===== src/rtl/clkgen_seq_pkg.sv =====
package clkgen_seq_pkg;

  typedef enum logic [1:0] {
    SEQ_OFF     = 2'd0,
    SEQ_WAIT_PG = 2'd1,
    SEQ_SAMPLE  = 2'd2,
    SEQ_RUN     = 2'd3
  } seq_state_t;

  localparam int unsigned STRAP_W = 2;

endpackage


===== src/rtl/clkgen_sync.sv =====
module clkgen_sync #(
  parameter int unsigned WIDTH = 1,
  parameter int unsigned STAGES = 2,
  parameter logic [WIDTH-1:0] RST_VAL = '0
) (
  input  logic             clk,
  input  logic             rst,
  input  logic [WIDTH-1:0] d,
  output logic [WIDTH-1:0] q
);

  logic [WIDTH-1:0] stg [STAGES];

  always_ff @(posedge clk) begin
    if (rst) begin
      for (int i = 0; i < STAGES; i++) stg[i] <= RST_VAL;
    end else begin
      stg[0] <= d;
      for (int i = 1; i < STAGES; i++) stg[i] <= stg[i-1];
    end
  end

  assign q = stg[STAGES-1];

endmodule


===== src/rtl/clkgen_delay_timer.sv =====
module clkgen_delay_timer #(
  parameter int unsigned CNT_W = 8
) (
  input  logic             clk,
  input  logic             rst,
  input  logic             load,
  input  logic [CNT_W-1:0] load_val,
  output logic             done
);

  logic [CNT_W-1:0] cnt_q;

  always_ff @(posedge clk) begin
    if (rst) begin
      cnt_q <= '0;
    end else if (load) begin
      cnt_q <= load_val;
    end else if (cnt_q != '0) begin
      cnt_q <= cnt_q - 1'b1;
    end
  end

  assign done = (cnt_q == '0);

endmodule


===== src/rtl/clkgen_strap_latch.sv =====
module clkgen_strap_latch #(
  parameter int unsigned W = 2
) (
  input  logic         clk,
  input  logic         rst,
  input  logic         clr,
  input  logic         cap,
  input  logic [W-1:0] d,
  output logic [W-1:0] q
);

  always_ff @(posedge clk) begin
    if (rst || clr) begin
      q <= '0;
    end else if (cap) begin
      q <= d;
    end
  end

endmodule


===== src/rtl/clkgen_powerup_seq.sv =====
module clkgen_powerup_seq
  import clkgen_seq_pkg::*;
#(
  parameter int unsigned SETTLE_CYC = 25000,
  parameter int unsigned LOCK_CYC   = 114600,
  parameter int unsigned SYNC_STAGES = 2
) (
  input  logic               clk,
  input  logic               rst,
  input  logic               supply_ok,
  input  logic               pwrgd_n,
  input  logic               strap_a,
  input  logic               strap_b,
  output logic               vco_en,
  output logic               strap_strobe,
  output logic [STRAP_W-1:0] strap_val,
  output logic               outs_en,
  output logic [1:0]         seq_state
);

  localparam int unsigned MAX_CYC = (SETTLE_CYC > LOCK_CYC) ? SETTLE_CYC : LOCK_CYC;
  localparam int unsigned CNT_W   = $clog2(MAX_CYC + 1);
  localparam logic [CNT_W-1:0] SETTLE_LD = CNT_W'(SETTLE_CYC - 1);
  localparam logic [CNT_W-1:0] LOCK_LD   = CNT_W'(LOCK_CYC - 1);
  localparam int unsigned IN_W = 2 + STRAP_W;

  // synchronised inputs: {strap_b, strap_a, pwrgd_n, supply_ok}
  logic [IN_W-1:0] in_raw, in_s;
  logic supply_s, pgn_s;
  logic [STRAP_W-1:0] straps_s;

  assign in_raw = {strap_b, strap_a, pwrgd_n, supply_ok};

  clkgen_sync #(
    .WIDTH  (IN_W),
    .STAGES (SYNC_STAGES),
    .RST_VAL(IN_W'(4'b0010))
  ) i_sync (
    .clk(clk),
    .rst(rst),
    .d  (in_raw),
    .q  (in_s)
  );

  assign supply_s = in_s[0];
  assign pgn_s    = in_s[1];
  assign straps_s = in_s[IN_W-1:2];

  seq_state_t state_q, state_nx;
  logic tmr_load, tmr_done;
  logic [CNT_W-1:0] tmr_val;
  logic take_straps;

  clkgen_delay_timer #(.CNT_W(CNT_W)) i_timer (
    .clk     (clk),
    .rst     (rst),
    .load    (tmr_load),
    .load_val(tmr_val),
    .done    (tmr_done)
  );

  // next-state and timer control
  always_comb begin
    state_nx    = state_q;
    tmr_load    = 1'b0;
    tmr_val     = SETTLE_LD;
    take_straps = 1'b0;
    if (!supply_s) begin
      state_nx = SEQ_OFF;
    end else begin
      unique case (state_q)
        SEQ_OFF: begin
          state_nx = SEQ_WAIT_PG;
          tmr_load = 1'b1;
          tmr_val  = SETTLE_LD;
        end
        SEQ_WAIT_PG: begin
          if (tmr_done && !pgn_s) begin
            state_nx    = SEQ_SAMPLE;
            tmr_load    = 1'b1;
            tmr_val     = LOCK_LD;
            take_straps = 1'b1;
          end
        end
        SEQ_SAMPLE: begin
          if (tmr_done) state_nx = SEQ_RUN;
        end
        SEQ_RUN: begin
          state_nx = SEQ_RUN;
        end
        default: state_nx = SEQ_OFF;
      endcase
    end
  end

  clkgen_strap_latch #(.W(STRAP_W)) i_straps (
    .clk(clk),
    .rst(rst),
    .clr(state_nx == SEQ_OFF),
    .cap(take_straps),
    .d  (straps_s),
    .q  (strap_val)
  );

  // registered state and outputs
  always_ff @(posedge clk) begin
    if (rst) begin
      state_q      <= SEQ_OFF;
      vco_en       <= 1'b0;
      outs_en      <= 1'b0;
      strap_strobe <= 1'b0;
    end else begin
      state_q      <= state_nx;
      vco_en       <= (state_nx != SEQ_OFF);
      outs_en      <= (state_nx == SEQ_RUN);
      strap_strobe <= take_straps;
    end
  end

  assign seq_state = state_q;

endmodule


===== config.mk =====
export PLATFORM = sky130hd
export DESIGN_NAME = clkgen_powerup_seq
export DESIGN_NICKNAME = d
export VERILOG_FILES = /design/src/rtl/clkgen_seq_pkg.sv /design/src/rtl/clkgen_sync.sv /design/src/rtl/clkgen_delay_timer.sv /design/src/rtl/clkgen_strap_latch.sv /design/src/rtl/clkgen_powerup_seq.sv
export SDC_FILE = /design/constraint.sdc
export NUM_CORES = 1
export LEC_CHECK = 0
export BUFFER_PORTS_ARGS = -buffer_cell sky130_fd_sc_hd__buf_2
export CORE_ASPECT_RATIO = 1.25
export CORE_UTILIZATION = 34
export CTS_BUF_LIST = sky130_fd_sc_hd__clkbuf_4 sky130_fd_sc_hd__clkbuf_8
export DETAILED_ROUTE_END_ITERATION = 6
export SLEW_MARGIN = 20
export SYNTH_ARGS = -nofsm -noshare
export SYNTH_HDL_FRONTEND = slang
export SYNTH_SLANG_ARGS = --single-unit

===== constraint.sdc =====
create_clock -name clk -period 2.4 [get_ports clk]
set_input_delay 0.24 -clock clk [delete_from_list [all_inputs] [get_ports clk]]
set_output_delay 0.24 -clock clk [all_outputs]
set_load 0.1 [all_outputs]

==> results.sh <==
export IMPL_placed_cells_incl_taps=214
export IMPL_data_arrival_critical_path_ns=2.40
export IMPL_power_static_leakage_nw=0.671
export IMPL_synth_cells=152
export IMPL_fp_dieW_um=59.1
export IMPL_synth_cell_type_count=34
export IMPL_synth_enable_flop_cells=0
export IMPL_share_of_yosys_cell_area_claimed_by_the_top_area_cell_type=0.463
export IMPL_maximum_cell_stage_delay_along_the_critical_path_ns=0.46
export IMPL_tritoncts_num_sinks=32
export IMPL_crit_reg2reg_capture="i_timer.cnt_q[6]"
export IMPL_final_period_minus_worst_setup_slack_ns=2.24
export IMPL_clk_pin_slew_ns=0.07
export IMPL_detailedRoute_firstIterationViolations=28
export IMPL_cp_start_kind="register"
export IMPL_worstPathCellList="inv_1, ha_1, or4b_1, or3_4, or3_1, nor2_1, nor3_1"
export IMPL_initial_utilization=0.360
export IMPL_skew_ns=0.00720
export IMPL_layout_cell_area_non_filler_um2=1640
export IMPL_die_area_um2=4330
export IMPL_cts_buffers_inserted=5
export IMPL_cts_tree="yes"
export IMPL_timing_rr_start="i_timer.cnt_q[0]"
export IMPL_run_status="finished clean"
export IMPL_post_synth_most_frequent_cells="sky130_fd_sc_hd__dfxtp_1 (32), sky130_fd_sc_hd__nor3_1 (11), sky130_fd_sc_hd__a21oi_1 (10), sky130_fd_sc_hd__nor2_1 (10)"
export IMPL_post_cts_hold_buffer_count=0
export IMPL_dr_pass1_iters=6
export IMPL_clk_lat_worst_skew_ns=0.28
export IMPL_synthToLayoutAreaGrowth_pct=18.2
export IMPL_setup_viol=0
export IMPL_drc_violations_left=0
export IMPL_dp_final_hpwl_mm=2.17
export IMPL_vias=1159
export IMPL_synthMostInstantiatedCell="sky130_fd_sc_hd__dfxtp_1"
export IMPL_globalplace_congestion=0.781
export IMPL_cts_htree_levels=2
export IMPL_setup_tns_final_ns=0
export IMPL_timing_final_hold_violations=0
export IMPL_worst_min_delay_path_category="in -> reg"
export IMPL_synth_top_cell_by_area="sky130_fd_sc_hd__dfxtp_1"
export IMPL_peak_supply_drop_mv=0.746
export IMPL_drt_antenna_violating_nets=0
export IMPL_design_portCount=13
export IMPL_placement_stage_cell_area_um2=1510
export IMPL_postSynth_topFlopCell="sky130_fd_sc_hd__dfxtp_1"
export IMPL_grt_overflow_total=0
export IMPL_ys_seq_area_frac=0.463
export IMPL_r2r_setup_slack_ns=0.16
export IMPL_totalWireLength_mm=3.07
export IMPL_numPortBuffers=12
export IMPL_core_area_um2=3850
export IMPL_maximum_number_of_pins_on_one_net_before_global_route_repair=20
export IMPL_synth_ff_latch_count=32
export IMPL_timing_max_cap_violations=0
export IMPL_layout_nets=175
export IMPL_final_layout_size_suffix_gt1_frac=0.202
export IMPL_finalNonFillerCells=222
export IMPL_worst_slew_pin_tran_ns=0.571
export IMPL_cts_root_buffer="sky130_fd_sc_hd__clkbuf_8"
export IMPL_layout_worst_path_cycle_share=0.935
export IMPL_syn_nets=160
export IMPL_maxSlewViolCount=0
export IMPL_clk_path_buf_depth=2
export IMPL_synthTopCellsByArea="sky130_fd_sc_hd__dfxtp_1 (46%), sky130_fd_sc_hd__xnor2_1 (4.4%), sky130_fd_sc_hd__nor3_1 (4.0%), sky130_fd_sc_hd__a21oi_1 (3.6%), sky130_fd_sc_hd__or4_1 (3.3%)"
export IMPL_min_path_cells=2
export IMPL_hp_start="pwrgd_n"
export IMPL_fp_dieH_um=73.4
export IMPL_whs_ns=0.144
export IMPL_critical_path_slowest_cell="sky130_fd_sc_hd__or4b_1"
export IMPL_wp_data_required_ns=2.55
export IMPL_ys_async_sr_fraction=0
export IMPL_num_antenna_cells=0
export IMPL_max_slew_headroom=0.617
export IMPL_routedWlPerCell_um=13.8
export IMPL_critical_path_start_end_classification="reg -> reg"
export IMPL_end_kind="register"
export IMPL_worst_path_max_fanout=5
export IMPL_rsz_0062_raised_after_global_routing="false"
export IMPL_antenna_found_initial=0
export IMPL_timing_fmax_mhz=446
export IMPL_synth_cell_area_um2=1390
export IMPL_floorplan_rows=25
export IMPL_cts_repair_resize_count=0
export IMPL_setup_bufs_post_cts=0
export IMPL_ff2ff_path_depth=7
export IMPL_number_of_global_route_vias_before_repair=1134
export IMPL_yosys_warnings=0
export IMPL_whs_endpoint="i_sync.stg[0][1]"
export IMPL_cellPowerDensity_nw_per_um2=1540
export IMPL_total_global_route_track_usage=0.162
export IMPL_grt_pass1_wl_mm=5.15
export IMPL_synth_avg_cell_area_um2=9.11
export IMPL_vias_per_cell=5.22
kinds of logic (layout without fill, tap and decap cells):
logic type,count (synthesis),in the layout,synth area share
simple gates,68,68,0.294
buf+inv,12,28,0.0334
xor+xnor,8,8,0.0506
compound gates,26,26,0.112
fa+ha+maj,2,2,0.0181
flops,32,32,0.463
mux,4,4,0.0289
power by group:
part,switching [mW],total [mW],internal [mW]
clock network,0.201,0.567,0.366
logic,0.622,1.15,0.529
registers,0.139,0.809,0.670
flip-flops by register name (all words and copies together), names as in the netlist:
signal         flops
i_straps.q         2
i_sync.stg         8
i_timer.cnt_q     17
outs_en            1
seq_state          2
strap_strobe       1
vco_en             1
critical path: cells and delay by family, from the launching register on:
kind          cells  cell delay (ns)
buf+inv           1             0.12
simple gates      5             1.49
flops             1             0.32
fa+ha+maj         1             0.18
cell usage in the layout, fill, tap and decap left out, drive strengths merged:
cell type  instances
a211oi             3
or3b               1
inv                4
or4                6
a31oi              5
nor2              10
nor3              12
nand2              7
nand2b             4
a21o               1
nor4               7
o211a              1
mux2i              4
o21ai              5
or4b               2
nand3              1
xnor2              7
clkbuf             7
or3                6
bufinv             1
nor2b              7
a21oi             10
o31a               1
dfxtp             32
buf               16
nand3b             1
ha                 2
or2                4
xor2               1
layer usage:
layer / routed length (um) / GRT usage / vias to the layer above
met5: 0 / 0 / -
met4: 104 / 0.0952 / 0
met3: 107 / 0.0493 / 12
met2: 1540 / 0.268 / 33
met1: 1320 / 0.182 / 540
li1: - / - / 574
stage by stage:
stage / power [mW] / setup WS [ns] / util
global route: 2.69 / 0.0354 / 0.426
CTS: 2.52 / 0.159 / 0.426
finish: 2.53 / 0.156 / 0.426
global placement: 1.91 / 0.222 / 0.393
floorplan: 1.67 / 0.188 / -
detailed placement: 1.94 / 0.166 / 0.393
worst max-delay path by stage:
stage / start / endpoint / depth (start not counted)
after floorplan: i_timer.cnt_q[0] / i_timer.cnt_q[3] / 8
after global placement: i_timer.cnt_q[0] / i_timer.cnt_q[6] / 7
after detailed placement: i_timer.cnt_q[0] / i_timer.cnt_q[11] / 7
after CTS: i_timer.cnt_q[0] / i_timer.cnt_q[6] / 7
after global routing: i_timer.cnt_q[0] / i_timer.cnt_q[1] / 7
final: i_timer.cnt_q[0] / i_timer.cnt_q[6] / 7
layout make-up:
| class | instances | area [um2] |
|---|---|---|
| repair buffers | 16 | 90.1 |
| flip-flops and latches | 32 | 641 |
| well taps | 54 | 67.6 |
| multi-input cells | 108 | 698 |
| clock buffers | 7 | 96.3 |
| fillers | 384 | 2210 |
| clock inverters | 1 | 30.0 |
| inverters | 4 | 15.0 |
(Power assumes the default switching activity.)
